$ cat config.mk
export PLATFORM = sky130hd
export DESIGN_NAME = vpw_symbol_decoder
export DESIGN_NICKNAME = d
export VERILOG_FILES = /design/src/rtl/vpw_pkg.sv /design/src/rtl/vpw_line_select.sv /design/src/rtl/vpw_pulse_timer.sv /design/src/rtl/vpw_symbol_classify.sv /design/src/rtl/vpw_byte_framer.sv /design/src/rtl/vpw_symbol_decoder.sv
export SDC_FILE = /design/constraint.sdc
export NUM_CORES = 1
export LEC_CHECK = 0
export ABC_AREA = 1
export BUFFER_PORTS_ARGS = -buffer_cell sky130_fd_sc_hd__clkbuf_2
export CORE_MARGIN = 4
export CORE_UTILIZATION = 56
export CTS_CLUSTER_DIAMETER = 30
export DETAILED_ROUTE_END_ITERATION = 7
export HOLD_SLACK_MARGIN = 0.08
export MAX_ROUTING_LAYER = met4
export PLACE_DENSITY_LB_ADDON = 0.12
export SLEW_MARGIN = 20
export SYNTH_ARGS = -nofsm -noshare
export SYNTH_HDL_FRONTEND = slang
export SYNTH_SLANG_ARGS = --single-unit
export TNS_END_PERCENT = 20
$ cat constraint.sdc
create_clock -name clk -period 3.8 [get_ports clk]
set_clock_uncertainty 0.2 [all_clocks]
set_input_delay 0.76 -clock clk [delete_from_list [all_inputs] [get_ports clk]]
set_output_delay 0.76 -clock clk [all_outputs]
set_load 0.005 [all_outputs]
$ cat src/rtl/vpw_pkg.sv
package vpw_pkg;
  typedef enum logic [2:0] {
    SYM_BIT0 = 3'd0,
    SYM_BIT1 = 3'd1,
    SYM_SOF  = 3'd2,
    SYM_EOD  = 3'd3,
    SYM_EOF  = 3'd4,
    SYM_IFS  = 3'd5,
    SYM_BRK  = 3'd6,
    SYM_BAD  = 3'd7
  } vpw_sym_e;
endpackage

$ cat src/rtl/vpw_line_select.sv
module vpw_line_select #(
  parameter int SYNC = 2
) (
  input  logic clk,
  input  logic rst_n,
  input  logic rx_pin,
  input  logic tx_loop,
  input  logic loop_en,
  input  logic rx_pol,
  output logic line
);
  logic src;
  logic [SYNC-1:0] stage;

  // polarity 1 passes the pin, 0 inverts it; loopback bypasses both
  assign src  = loop_en ? tx_loop : (rx_pin ^ ~rx_pol);
  assign line = stage[SYNC-1];

  generate
    if (SYNC == 1) begin : g_one
      always_ff @(posedge clk or negedge rst_n)
        if (!rst_n) stage <= '0;
        else        stage <= src;
    end else begin : g_chain
      always_ff @(posedge clk or negedge rst_n)
        if (!rst_n) stage <= '0;
        else        stage <= {stage[SYNC-2:0], src};
    end
  endgenerate
endmodule

$ cat src/rtl/vpw_pulse_timer.sv
module vpw_pulse_timer #(
  parameter int WW      = 9,
  parameter int T_NOISE = 34,
  parameter int CAP     = 280
) (
  input  logic          clk,
  input  logic          rst_n,
  input  logic          tick,
  input  logic          fast,
  input  logic          line,
  output logic          m_stb,
  output logic          m_level,
  output logic          m_end,
  output logic [WW-1:0] m_width
);
  localparam logic [WW-1:0] NZ_N = WW'(T_NOISE);
  localparam logic [WW-1:0] NZ_F = WW'(T_NOISE / 4);
  localparam logic [WW-1:0] CAPV = WW'(CAP);

  logic          lvl;
  logic [WW-1:0] fcnt, pcnt, nz;
  logic          differs, confirm;

  assign nz      = fast ? NZ_F : NZ_N;
  assign differs = (line != lvl);
  assign confirm = differs && ((fcnt + 1'b1) >= nz);

  always_ff @(posedge clk or negedge rst_n) begin
    if (!rst_n) begin
      lvl     <= 1'b0;
      fcnt    <= '0;
      pcnt    <= '0;
      m_stb   <= 1'b0;
      m_level <= 1'b0;
      m_end   <= 1'b0;
      m_width <= '0;
    end else begin
      m_stb <= tick;
      if (tick) begin
        m_level <= lvl;
        m_width <= pcnt + 1'b1;
        m_end   <= confirm;
        if (confirm) begin
          lvl  <= line;
          fcnt <= '0;
          pcnt <= '0;
        end else begin
          fcnt <= differs ? fcnt + 1'b1 : '0;
          if (pcnt < CAPV) pcnt <= pcnt + 1'b1;
        end
      end
    end
  end
endmodule

$ cat src/rtl/vpw_symbol_classify.sv
module vpw_symbol_classify
  import vpw_pkg::*;
#(
  parameter int WW      = 9,
  parameter int T_SHORT = 96,
  parameter int T_LONG  = 163,
  parameter int T_BRK   = 239,
  parameter int T_EOD   = 163,
  parameter int T_EOF   = 239,
  parameter int T_IFS   = 280
) (
  input  logic          fast,
  input  logic          m_stb,
  input  logic          m_level,
  input  logic          m_end,
  input  logic [WW-1:0] m_width,
  output logic          ev_stb,
  output vpw_sym_e      ev_code,
  output logic          go_active
);
  localparam int NT = 6;
  localparam int BASE [NT] = '{T_SHORT, T_LONG, T_BRK, T_EOD, T_EOF, T_IFS};

  logic [WW-1:0] thr [NT];

  generate
    for (genvar i = 0; i < NT; i++) begin : g_thr
      localparam logic [WW-1:0] NV = WW'(BASE[i]);
      localparam logic [WW-1:0] FV = WW'(BASE[i] / 4);
      assign thr[i] = fast ? FV : NV;
    end
  endgenerate

  assign go_active = m_stb && m_end && !m_level;

  always_comb begin
    ev_stb  = 1'b0;
    ev_code = SYM_BAD;
    if (m_stb) begin
      if (m_level) begin
        if (m_width == thr[2]) begin
          ev_stb  = 1'b1;
          ev_code = SYM_BRK;
        end else if (m_end && m_width < thr[2]) begin
          ev_stb  = 1'b1;
          ev_code = (m_width < thr[0]) ? SYM_BIT0 :
                    (m_width < thr[1]) ? SYM_BIT1 : SYM_SOF;
        end
      end else begin
        if (m_width == thr[3]) begin
          ev_stb = 1'b1; ev_code = SYM_EOD;
        end else if (m_width == thr[4]) begin
          ev_stb = 1'b1; ev_code = SYM_EOF;
        end else if (m_width == thr[5]) begin
          ev_stb = 1'b1; ev_code = SYM_IFS;
        end else if (m_end && m_width < thr[3]) begin
          ev_stb  = 1'b1;
          ev_code = (m_width < thr[0]) ? SYM_BIT1 : SYM_BIT0;
        end
      end
    end
  end
endmodule

$ cat src/rtl/vpw_byte_framer.sv
module vpw_byte_framer
  import vpw_pkg::*;
#(
  parameter int DW = 8
) (
  input  logic          clk,
  input  logic          rst_n,
  input  logic          ev_stb,
  input  vpw_sym_e      ev_code,
  input  logic          go_active,
  input  logic          out_ready,
  output logic          out_valid,
  output logic [DW-1:0] out_data,
  output logic          sym_stb,
  output logic [2:0]    sym_code,
  output logic          bad_stb,
  output logic          idle
);
  localparam int BW = (DW > 1) ? $clog2(DW) : 1;
  localparam logic [BW-1:0] LAST = BW'(DW - 1);

  logic          in_frame;
  logic [BW-1:0] bitn;
  logic [DW-1:0] sh, sh_nx;

  assign sh_nx = {sh[DW-2:0], (ev_code == SYM_BIT1)};

  always_ff @(posedge clk or negedge rst_n) begin
    if (!rst_n) begin
      in_frame  <= 1'b0;
      bitn      <= '0;
      sh        <= '0;
      idle      <= 1'b0;
      sym_stb   <= 1'b0;
      sym_code  <= '0;
      bad_stb   <= 1'b0;
      out_valid <= 1'b0;
      out_data  <= '0;
    end else begin
      sym_stb <= 1'b0;
      bad_stb <= 1'b0;
      if (out_valid && out_ready) out_valid <= 1'b0;
      if (go_active) idle <= 1'b0;
      if (ev_stb) begin
        case (ev_code)
          SYM_SOF: begin
            in_frame <= 1'b1;
            bitn     <= '0;
            sym_stb  <= 1'b1;
            sym_code <= SYM_SOF;
          end
          SYM_BIT0, SYM_BIT1: if (in_frame) begin
            sh       <= sh_nx;
            sym_stb  <= 1'b1;
            sym_code <= ev_code;
            if (bitn == LAST) begin
              bitn      <= '0;
              out_valid <= 1'b1;
              out_data  <= sh_nx;
            end else begin
              bitn <= bitn + 1'b1;
            end
          end
          SYM_EOD: if (in_frame) begin
            sym_stb <= 1'b1;
            if (bitn != '0) begin
              sym_code <= SYM_BAD;
              bad_stb  <= 1'b1;
              in_frame <= 1'b0;
              bitn     <= '0;
            end else begin
              sym_code <= SYM_EOD;
            end
          end
          SYM_EOF: if (in_frame) begin
            sym_stb  <= 1'b1;
            sym_code <= SYM_EOF;
            in_frame <= 1'b0;
          end
          SYM_IFS: if (!idle) begin
            sym_stb  <= 1'b1;
            sym_code <= SYM_IFS;
            idle     <= 1'b1;
          end
          SYM_BRK: begin
            sym_stb  <= 1'b1;
            sym_code <= SYM_BRK;
            bad_stb  <= 1'b1;
            in_frame <= 1'b0;
            bitn     <= '0;
          end
          default: ;
        endcase
      end
    end
  end
endmodule

$ cat src/rtl/vpw_symbol_decoder.sv
module vpw_symbol_decoder
  import vpw_pkg::*;
#(
  parameter int DW      = 8,
  parameter int SYNC    = 2,
  parameter int T_NOISE = 34,
  parameter int T_SHORT = 96,
  parameter int T_LONG  = 163,
  parameter int T_BRK   = 239,
  parameter int T_EOD   = 163,
  parameter int T_EOF   = 239,
  parameter int T_IFS   = 280
) (
  input  logic          clk,
  input  logic          rst_n,
  input  logic          tick,
  input  logic          rx_pin,
  input  logic          tx_loop,
  input  logic          loop_en,
  input  logic          rx_pol,
  input  logic          rate_4x,
  input  logic          out_ready,
  output logic          out_valid,
  output logic [DW-1:0] out_data,
  output logic          sym_stb,
  output logic [2:0]    sym_code,
  output logic          bad_stb,
  output logic          idle
);
  localparam int WW = $clog2(T_IFS + 2);

  logic          line, m_stb, m_level, m_end, ev_stb, go_active;
  logic [WW-1:0] m_width;
  vpw_sym_e      ev_code;

  vpw_line_select #(.SYNC(SYNC)) u_sel (
    .clk(clk), .rst_n(rst_n), .rx_pin(rx_pin), .tx_loop(tx_loop),
    .loop_en(loop_en), .rx_pol(rx_pol), .line(line));

  vpw_pulse_timer #(.WW(WW), .T_NOISE(T_NOISE), .CAP(T_IFS)) u_tmr (
    .clk(clk), .rst_n(rst_n), .tick(tick), .fast(rate_4x), .line(line),
    .m_stb(m_stb), .m_level(m_level), .m_end(m_end), .m_width(m_width));

  vpw_symbol_classify #(.WW(WW), .T_SHORT(T_SHORT), .T_LONG(T_LONG),
    .T_BRK(T_BRK), .T_EOD(T_EOD), .T_EOF(T_EOF), .T_IFS(T_IFS)) u_cls (
    .fast(rate_4x), .m_stb(m_stb), .m_level(m_level), .m_end(m_end),
    .m_width(m_width), .ev_stb(ev_stb), .ev_code(ev_code),
    .go_active(go_active));

  vpw_byte_framer #(.DW(DW)) u_frm (
    .clk(clk), .rst_n(rst_n), .ev_stb(ev_stb), .ev_code(ev_code),
    .go_active(go_active), .out_ready(out_ready), .out_valid(out_valid),
    .out_data(out_data), .sym_stb(sym_stb), .sym_code(sym_code),
    .bad_stb(bad_stb), .idle(idle));
endmodule

==> results of run 1 <==
[layout make-up]
cell class	instances	area [um^2]	area share
Timing Repair Buffer	24	123	0.0331
Inverter	55	211	0.0571
Multi-Input combinational cell	292	1570	0.424
Sequential cell	59	1480	0.399
Clock buffer	10	138	0.0372
Tap cell	72	90.1	0.0243
Clock inverter	6	95.1	0.0257
[cells in the final DEF, fill, tap and decap left out, drive strengths merged, types with 8 or more instances in the layout]
| cell type | instances |
|---|---|
| xor2 | 8 |
| o21ai | 44 |
| clkbuf | 33 |
| nor2 | 37 |
| nand3 | 26 |
| ha | 17 |
| dfrtp | 59 |
| nand4 | 8 |
| inv | 55 |
| nand2 | 129 |
[metrics by stage]
stage / hold slack [ns] / instance area [um^2] / total power, mW
after floorplan: 0.131 / 3290 / 1.32
after CTS: 0.158 / 3700 / 2.15
final: 0.154 / 3700 / 2.13
after global routing: 0.168 / 3700 / 2.31
after global placement: 0.133 / 3470 / 1.47
after detailed placement: 0.142 / 3470 / 1.48
[flip-flops by register name, summed over array words and instances (netlist names)]
name             flops
u_frm.bad_stb        1
u_tmr.lvl            1
u_frm.idle           1
u_frm.out_data       8
u_frm.sh             7
u_frm.sym_code       3
u_frm.sym_stb        1
u_tmr.m_end          1
u_sel.stage          2
u_tmr.m_width        9
u_frm.out_valid      1
u_tmr.pcnt           9
u_tmr.m_level        1
u_tmr.fcnt           9
u_frm.in_frame       1
u_tmr.m_stb          1
u_frm.bitn           3
[worst max-delay path, stage by stage]
cell and delay (ns):
clkbuf_2 0.20, inv_1 0.15, ha_1 0.32, inv_1 0.05, nor2_1 0.13, nand2_1 0.07
nor3_1 0.23, nor2_1 0.06, nand2_1 0.11, nand2_4 0.08, inv_2 0.11, nand2_4 0.08
nor2_8 0.19, nand2_4 0.17, nor2_1 0.17, a21oi_2 0.04
[final timing paths]
check | to | cells after the start | from
max | u_frm.out_data[0]$_DFFE_PN0P_ | 16 | rate_4x
min | u_sel.stage[1]$_DFF_PN0_ | 0 | u_sel.stage[0]$_DFF_PN0_
max reg2reg | u_tmr.pcnt[8]$_DFFE_PN0P_ | 14 | u_tmr.fcnt[0]$_DFFE_PN0P_
min reg2reg | u_sel.stage[1]$_DFF_PN0_ | 0 | u_sel.stage[0]$_DFF_PN0_
max in group asynchronous | u_tmr.m_width[8]$_DFFE_PN0P_ | 2 | rst_n
min in group asynchronous | u_tmr.fcnt[4]$_DFFE_PN0P_ | 1 | rst_n
[logic make-up (layout without fill, tap and decap cells)]
kind of cell / after synthesis / in the layout
XOR/XNOR: 10 / 10
adder cells (fa/ha/maj): 17 / 17
buffers and inverters: 61 / 95
AND/OR/NAND/NOR: 207 / 207
AO/OA/AOI/OAI: 58 / 58
flip-flops: 59 / 59
[power by group through the flow]
stage	sequential (mW)	combinational, mW	clock, mW
after CTS	0.871	0.608	0.670
after global placement	0.878	0.591	0
after detailed placement	0.881	0.602	0
after floorplan	0.858	0.457	0
final	0.872	0.602	0.659
after global routing	0.891	0.710	0.705
[layer usage]
metal	routed length, um	GRT usage
met3	246	0.0500
met5	0	-
met1	3130	0.279
met4	83	0.0504
met2	2820	0.293
==> out/metrics.yaml, run 1 <==
outcome: "finished clean"
die_w_um: 84.7
combPwrFrac: 0.282
clkLatencyLatePin_ns: 0.33
globalplace.congestion: 0.887
drive_above_1_share: 0.150
clkTransAtPathRegs_ns: 0.07
timing.final.ws_setup_ns: 0.900
syn_nets: 438
synth_edf_count: 0
grt_pass1_vias: 2555
cts_tree: "yes"
avgViaCountPerCell: 5.14
yosys_warnings: 0
die_area_um2: 7170
hold_path.class: "flip-flop to flip-flop"
synth-compound-area-share: 0.106
vias: 2662
max-vdd-ir-drop_v: 0.000309
synth_fa_ha_area_frac: 0.0646
drc: 0
startpoint_type: "primary input"
io_pins: 24
power_density_nw_per_um2: 576
fmax_mhz: 345
slew_headroom: 0.663
core_region_area_um2: 5610
critical_path_class: "primary input to flip-flop"
drtIter0Drc: 143
place_inst: 502
wl_per_cell_um: 12.1
cts_buffers: 9
cts.sinks: 59
pwr-share-clk: 0.309
yosysSeqAreaShare: 0.449
yosys-top-cells-count: "nand2_1, dfrtp_1, inv_1, o21ai_0, nor2_1"
antenna_found_initial: 0
rsz0062_at_grt: "no"
nNetsFinal: 467
synth_top_family_by_area: "simple AND/OR/NAND/NOR gates"
nFillCells: 489
grt.overflow.total: 0
min_period_ns: 2.90
setup_viol_count_final: 0
synth_area_leader_cell: "dfrtp_1"
fp.dieH_um: 84.7
final_max_slew_viol_count: 0
rows: 27
grt_max_degree: 41
ys_ff_latch: 59
r2r_setup_slack_ns: 1.12
synth_top_cell_area_share: 0.449
post_cts_buffers: 0
track_usage: 0.200
p_int_mw: 1.37
ys_types: 35
drt-total-wl_um: 6280
syn_avg_cell_area_um2: 7.99
cts_htree_levels: 3
clockRootBuffer: "clkbuf_8"
pwr-share-seq: 0.409
cts_buffer_depth: 2
num_antenna_cells: 0
leakage_nw: 1.99
synthSimpleGateAreaFrac: 0.279
worst_pin_slew_ns: 0.506
final_util: 0.660
power.share.switching: 0.357
dpl_worst_slack_ns: 0.558
synth_top_flop_cell: "dfrtp_1"
p_switching_uw: 761
synth-xor-area-share: 0.0266
cts_resized: 0
finalCritPeriodShare: 0.763
hold_violations: 0
cap_viol_max_count: 0
cp-end-kind: "flip-flop"
syn_area_um2: 3290
portBuffers: 23
areaGrowthSynthToFinish_pct: 12.5
synth_cells: 412
path_max_fanout: 16
synth.area.mux_share: 0
crit_arrival_ns: 2.92
post-dp-hpwl_um: 4670
ant_nets: 0
post-synth-top-count-cell: "nand2_1"
postCtsHoldBufs: 0
finalSetupTns_ns: 0
drtPass1Iterations: 4
grt_pass1_wl_um: 11400
worstPathRequired_ns: 3.82
synth_area_leaders: "dfrtp_1, nand2_1, ha_1"
start_util: 0.587
synth_async_sr_flop_share: 1.00
instances_no_fill: 518
Note: power is estimated with default switching activity, not from simulation.
==> run 2, diff against run 1 <==
==> constraint.sdc (replaced) <==
create_clock -name clk -period 2.9 [get_ports clk]
set_clock_uncertainty 0.2 [all_clocks]
set_input_delay 0.58 -clock clk [delete_from_list [all_inputs] [get_ports clk]]
set_output_delay 0.58 -clock clk [all_outputs]
set_load 0.005 [all_outputs]
==> run 2 against run 1 <==
  * Global-route usage increased by 0.95 points
  * Non-clock buffer count grew 10
  * Sequential power up 32%
  * Worst setup slack worse by 0.63 ns
  * Routed wire length grew 6.6%
  * Die area is the same
  * Clock-buffer cell count grew 1
  * Core utilization is 1.6 points higher
  * Flip-flop and latch count stayed put
  * Largest power group unchanged
==> out/metrics.yaml, run 2 (same netlist as run 1, synthesis figures left out) <==
avgViaCountPerCell: 5.17  # +0.61%
grt.overflow.total: 0  # unchanged
hold_violations: 0  # unchanged
p_int_mw: 1.83  # +33%
ant_nets: 0  # unchanged
wl_per_cell_um: 12.7  # +4.6%
globalplace.congestion: 0.918  # +3.5%
vias: 2730  # +2.6%
slew_headroom: 0.566  # -0.0970
path_max_fanout: 9  # -7
combPwrFrac: 0.292  # +0.010
cpMostUsedCell: "nand2_1"
grt_max_degree: 26  # -37%
drive_above_1_share: 0.171  # +0.0208
critical_path_class: "flip-flop to flip-flop"
r2r_setup_slack_ns: 0.27  # -0.85 ns
clkTransAtPathRegs_ns: 0.07  # about the same
setup_viol_count_final: 0  # unchanged
core_region_area_um2: 5610  # unchanged
drtIter0Drc: 132  # -7.7%
startpoint: "u_tmr.fcnt[0]$_DFFE_PN0P_"
die_area_um2: 7170  # unchanged
leakage_nw: 2.04  # +2.6%
max-vdd-ir-drop_v: 0.000428  # +39%
clkLatencyLatePin_ns: 0.33  # about the same
final_max_slew_viol_count: 0  # unchanged
r2r_cells: 15  # +1
cts_buffer_depth: 2  # unchanged
outcome: "finished clean"
pwr-share-seq: 0.409  # about the same
min_period_ns: 2.63
cts.sinks: 59  # unchanged
io_pins: 24  # unchanged
slowest_stage: "dfrtp_1"
hold_path.class: "flip-flop to flip-flop"
power.total_mw: 2.81  # +32%
startpoint_type: "flip-flop"
cap_viol_max_count: 0  # unchanged
nNetsFinal: 477  # +2.1%
areaGrowthSynthToFinish_pct: 15.2
slowest_delay_ns: 0.43  # +0.11 ns
hp-start: "u_sel.stage[0]$_DFF_PN0_"
drt-total-wl_um: 6690  # +6.6%
place_inst: 511  # +1.8%
hold_depth: 0  # unchanged
worst_pin_slew_ns: 0.651  # +0.145 ns
grt_pass1_wl_um: 11800  # +3.8%
drtPass1Iterations: 4  # unchanged
p_switching_uw: 980  # +29%
reg_top3: "u_tmr.fcnt x9, u_tmr.m_width x9, u_tmr.pcnt x9"
rows: 27  # unchanged
cp_cell_sequence: "nand3_1 -> nor2_1 -> nand2_1 -> xor2_1 -> inv_1 -> ha_1 -> nand2_1 -> nand2_1 -> nor2_2 -> nor2_1 -> inv_2 -> nor2_1 -> inv_1 -> nand2_1 -> nand2_1"
timing.final.ws_setup_ns: 0.266  # -0.634 ns
crit-reg2reg-capture: "u_tmr.lvl$_DFFE_PN0P_"
power.share.switching: 0.349  # -0.00787
fp.dieH_um: 84.7  # unchanged
mostFrequentLayoutCell: "nand2_1"
antenna_found_initial: 0  # unchanged
r2r_start: "u_tmr.fcnt[0]$_DFFE_PN0P_"
layout_common_cells: "nand2_1, dfrtp_1, inv_1, o21ai_0, nor2_1"
portBuffers: 23  # unchanged
cts_buffers: 9  # unchanged
power_density_nw_per_um2: 741  # +29%
start_util: 0.587  # unchanged
die_w_um: 84.7  # unchanged
num_antenna_cells: 0  # unchanged
fmax_mhz: 380
post-dp-hpwl_um: 5080  # +8.6%
dpl_worst_slack_ns: -0.0550  # -0.613 ns
cp-end-kind: "flip-flop"
crit_arrival_ns: 2.66  # -0.26 ns
rsz0062_at_grt: "no"
cts_htree_levels: 3  # unchanged
final_util: 0.676  # +0.0163
drc: 0  # unchanged
holdPathEnd: "u_sel.stage[1]$_DFF_PN0_"
worstPathRequired_ns: 2.92  # -0.90 ns
finalCritPeriodShare: 0.908
cts_tree: "yes"
track_usage: 0.209  # +0.00946
grt_pass1_vias: 2688  # +5.2%
instances_no_fill: 528  # +1.9%
clockRootBuffer: "clkbuf_8"
pwr-share-clk: 0.299  # -0.010
nFillCells: 472  # -3.5%
run 2: area by class of cell:
| cell class | instances | area (um^2) | area share |
|---|---|---|---|
| inverter | 55 | 211 | 0.0558 |
| sequential | 59 | 1480 | 0.389 |
| clock buffer | 11 | 151 | 0.0399 |
| multi-input combinational | 292 | 1580 | 0.415 |
| tap | 72 | 90.1 | 0.0238 |
| timing repair buffer | 34 | 213 | 0.0561 |
| clock inverter | 5 | 75.1 | 0.0198 |
run 2: how the worst max path moves through the flow:
stage / end / slack, ns / depth (start not counted)
floorplan: u_frm.out_valid$_DFF_PN0_ / 0.39 / 16
global placement: u_frm.bitn[0]$_DFFE_PN0P_ / -0.01 / 17
detailed placement: u_frm.bitn[1]$_DFFE_PN0P_ / -0.06 / 17
CTS: u_tmr.lvl$_DFFE_PN0P_ / 0.28 / 15
global route: u_tmr.pcnt[3]$_DFFE_PN0P_ / 0.03 / 13
finish: u_tmr.lvl$_DFFE_PN0P_ / 0.27 / 15
run 2: power by group through the flow:
stage	Sequential (mW)	Combinational (mW)	Clock, mW
after floorplan	1.12	0.599	0
after global placement	1.16	0.798	0
after detailed placement	1.16	0.817	0
after CTS	1.15	0.824	0.857
after global routing	1.17	0.963	0.897
final	1.15	0.821	0.840
run 2: layer usage:
layer	share of wire	vias up	GRT usage
li1	-	1401	-
met3	0.045	6	0.0471
met2	0.46	61	0.321
met1	0.48	1262	0.278
met5	0	-	-
met4	0.0076	0	0.0647
run 2: what timing repair did:
item,in CTS,in global routing
endpoints found under the hold margin,16,0
hold buffers,1,0
gates resized for setup,0,2
setup buffers,0,0
endpoints found under the setup margin,0,6
run 2: critical path, delay by kind of cell (launching register included):
family / cells / cell delay (ns)
xor gates and xnor gates: 1 / 0.25
adders and majority gates: 1 / 0.28
buffers and inverters: 3 / 0.30
DFF: 1 / 0.43
and+or+nand+nor: 10 / 1.06
run 2: per-stage QoR:
step / area, um^2 / TNS [ns] / hold WS [ns]
2_1_floorplan: 3290 / 0 / 0.0844
3_3_place_gp: 3550 / -0.0212 / 0.133
3_5_place_dp: 3550 / -0.299 / 0.150
4_1_cts: 3780 / 0 / 0.157
5_1_grt: 3790 / 0 / 0.170
6_report: 3790 / 0 / 0.154
==> run 3, diff against run 2 <==
--- a/config.mk
+++ b/config.mk
@@ -6,14 +6,18 @@
 export NUM_CORES = 1
 export LEC_CHECK = 0
 export ABC_AREA = 1
+export ABC_CLOCK_PERIOD_IN_PS = 2900
 export BUFFER_PORTS_ARGS = -buffer_cell sky130_fd_sc_hd__clkbuf_2
+export CELL_PAD_IN_SITES_DETAIL_PLACEMENT = 2
+export CELL_PAD_IN_SITES_GLOBAL_PLACEMENT = 2
 export CORE_MARGIN = 4
-export CORE_UTILIZATION = 56
+export CORE_UTILIZATION = 36
 export CTS_CLUSTER_DIAMETER = 30
 export DETAILED_ROUTE_END_ITERATION = 7
 export HOLD_SLACK_MARGIN = 0.08
 export MAX_ROUTING_LAYER = met4
 export PLACE_DENSITY_LB_ADDON = 0.12
+export SKIP_CTS_REPAIR_TIMING = 1
 export SLEW_MARGIN = 20
 export SYNTH_ARGS = -nofsm -noshare
 export SYNTH_HDL_FRONTEND = slang
==> run 3 against run 2 <==
  * Die area up 50%
  * Global-route usage down 1.8 points
  * Cell count up 8.0%
  * Clock power down 8.9%
  * Sequential share of layout area down 0.67 points
  * Total power up 1.6%
  * Worst setup slack worse by 0.0057 ns
  * Largest power group unchanged
  * Non-clock buffer count up 6
  * Highest routed layer unchanged
==> out/metrics.yaml, run 3 (same netlist as run 1, synthesis figures left out) <==
pwr-share-clk: 0.268  # -0.031
cts_htree_levels: 3  # unchanged
leakage_nw: 2.05  # +0.37%
grt_pass1_wl_um: 16300  # +38%
r2r_start: "u_tmr.m_width[7]$_DFFE_PN0P_"
power.share.switching: 0.393  # +0.0441
cp_top_family: "simple AND/OR/NAND/NOR gates"
mostFrequentLayoutCell: "nand2_1"
cap_viol_max_count: 0  # unchanged
outcome: "finished clean"
worst-path-buf-inv: 0  # -3
power.total_mw: 2.85  # +1.6%
startpoint_type: "flip-flop"
cts_tree: "yes"
slowest_stage: "dfrtp_1"
nFillCells: 1034  # +120%
critical_path_class: "flip-flop to flip-flop"
slew_headroom: 0.614  # +0.0485
p_int_mw: 1.73  # -5.3%
place_inst: 553  # +8.2%
finalCritPeriodShare: 0.910  # +0.00195
die_w_um: 104  # +22%
cts_buffer_depth: 2  # unchanged
clockRootBuffer: "clkbuf_8"
crit_arrival_ns: 2.67  # about the same
layout_common_cells: "nand2_1, dfrtp_1, inv_1, o21ai_0, nor2_1"
track_usage: 0.191  # -0.0185
fin_area_um2: 3860  # +1.7%
wl_per_cell_um: 16.2  # +28%
rows: 34  # +26%
instances_no_fill: 570  # +8.0%
holdWs_ns: 0.160  # +0.00539 ns
drtPass1Iterations: 4  # unchanged
setup_viol_count_final: 0  # unchanged
die_area_um2: 10700  # +50%
worst_pin_slew_ns: 0.578  # -0.0728 ns
avgViaCountPerCell: 5.12  # -1.1%
hold_path.class: "flip-flop to flip-flop"
pwr-share-seq: 0.406  # -0.003
crit-reg2reg-capture: "u_frm.bitn[0]$_DFFE_PN0P_"
hold_violations: 0  # unchanged
globalplace.congestion: 0.808  # -12%
cts.sinks: 59  # unchanged
hold_depth: 0  # unchanged
drc: 0  # unchanged
clkTransAtPathRegs_ns: 0.08  # about the same
combPwrFrac: 0.326  # +0.034
cpMostUsedCell: "nand2_1"
grt.overflow.total: 0  # unchanged
vias: 2916  # +6.8%
final_util: 0.438  # -0.238
start_util: 0.374  # -0.213
post-dp-hpwl_um: 7080  # +39%
clkLatencyLatePin_ns: 0.34  # about the same
min_period_ns: 2.64  # +0.00566 ns
cp-end-kind: "flip-flop"
portBuffers: 23  # unchanged
worstPathRequired_ns: 2.93  # about the same
fp.dieH_um: 104  # +22%
holdPathEnd: "u_sel.stage[1]$_DFF_PN0_"
r2r_cells: 12  # -3
fmax_mhz: 379  # -0.21%
grt_max_degree: 41  # +58%
postPlaceCellArea_um2: 3640  # +2.5%
hp-start: "u_sel.stage[0]$_DFF_PN0_"
drtIter0Drc: 58  # -56%
ant_nets: 0  # unchanged
drive_above_1_share: 0.184  # +0.0129
cp_cell_sequence: "ha_1 -> nand2_1 -> nor3_1 -> nand3_1 -> nand2_1 -> o21ai_0 -> nor2_2 -> nand2_2 -> o211ai_1 -> nand2_1 -> nand2_1 -> nand2_1"
cts_buffers: 9  # unchanged
max-vdd-ir-drop_v: 0.000281  # -34%
io_pins: 24  # unchanged
areaGrowthSynthToFinish_pct: 17.3
r2r_setup_slack_ns: 0.26  # about the same
rsz0062_at_grt: "yes"
nNetsFinal: 483  # +1.3%
drt-total-wl_um: 9250  # +38%
path_max_fanout: 5  # -4
reg_top3: "u_tmr.fcnt x9, u_tmr.m_width x9, u_tmr.pcnt x9"
num_antenna_cells: 0  # unchanged
antenna_found_initial: 0  # unchanged
core_region_area_um2: 8810  # +57%
slowest_delay_ns: 0.44  # about the same
final_max_slew_viol_count: 0  # unchanged
power_density_nw_per_um2: 740  # -0.16%
p_switching_mw: 1.12  # +14%
grt_pass1_vias: 3307  # +23%
[run 3: cell count changes in the layout (fill, tap and decap cells not counted), sizes merged]
cell	change
buf	+6
clkbuf	-2
clkinvlp	+2
inv	+2
bufinv	-1
clkinv	-1
[run 3: worst max-delay path by stage]
stage	startpoint	end	slack [ns]	cells after the start
detailed placement	rate_4x	u_frm.sym_code[0]$_DFFE_PN0P_	-0.14	15
global route	rate_4x	u_frm.sym_code[0]$_DFFE_PN0P_	-0.01	17
CTS	u_tmr.fcnt[0]$_DFFE_PN0P_	u_tmr.pcnt[6]$_DFFE_PN0P_	0.15	14
global placement	rate_4x	u_frm.sym_code[0]$_DFFE_PN0P_	-0.09	15
floorplan	rate_4x	u_frm.out_valid$_DFF_PN0_	0.39	16
finish	u_tmr.m_width[7]$_DFFE_PN0P_	u_frm.bitn[0]$_DFFE_PN0P_	0.26	12
[run 3: metal layers]
metal	GRT usage	routed length, um	share of wire
met1	0.243	4520	0.49
met2	0.321	4460	0.48
met3	0.0249	161	0.017
met4	0.0541	106	0.011
met5	-	0	0
[run 3: cell type report]
cell class	count	area (um^2)	area share
Tap cell	108	135	0.0350
Multi-Input combinational cell	292	1580	0.408
Timing Repair Buffer	40	258	0.0668
Clock inverter	7	76.3	0.0198
Inverter	55	214	0.0554
Sequential cell	59	1480	0.383
Clock buffer	9	124	0.0321
[run 3: power groups by stage]
| stage | combinational, mW | sequential (mW) | clock [mW] |
|---|---|---|---|
| final | 0.931 | 1.16 | 0.765 |
| after detailed placement | 0.920 | 1.17 | 0 |
| after global routing | 1.07 | 1.18 | 0.831 |
| after global placement | 0.855 | 1.16 | 0 |
| after CTS | 0.939 | 1.16 | 0.789 |
| after floorplan | 0.599 | 1.12 | 0 |
[run 3: per-stage QoR]
stage	TNS [ns]	setup slack, ns
6_report	0	0.261
5_1_grt	-0.0108	-0.0108
4_1_cts	0	0.154
3_5_place_dp	-1.15	-0.143
3_3_place_gp	-0.248	-0.0869
2_1_floorplan	0	0.392
[run 3: worst reg2reg max path: stages (launching register included)]
cell	delay (ns)
dfrtp_1	0.44
ha_1	0.41
nand2_1	0.08
nor3_1	0.21
nand3_1	0.15
nand2_1	0.11
o21ai_0	0.10
nor2_2	0.22
nand2_2	0.14
o211ai_1	0.16
nand2_1	0.16
nand2_1	0.11
nand2_1	0.06
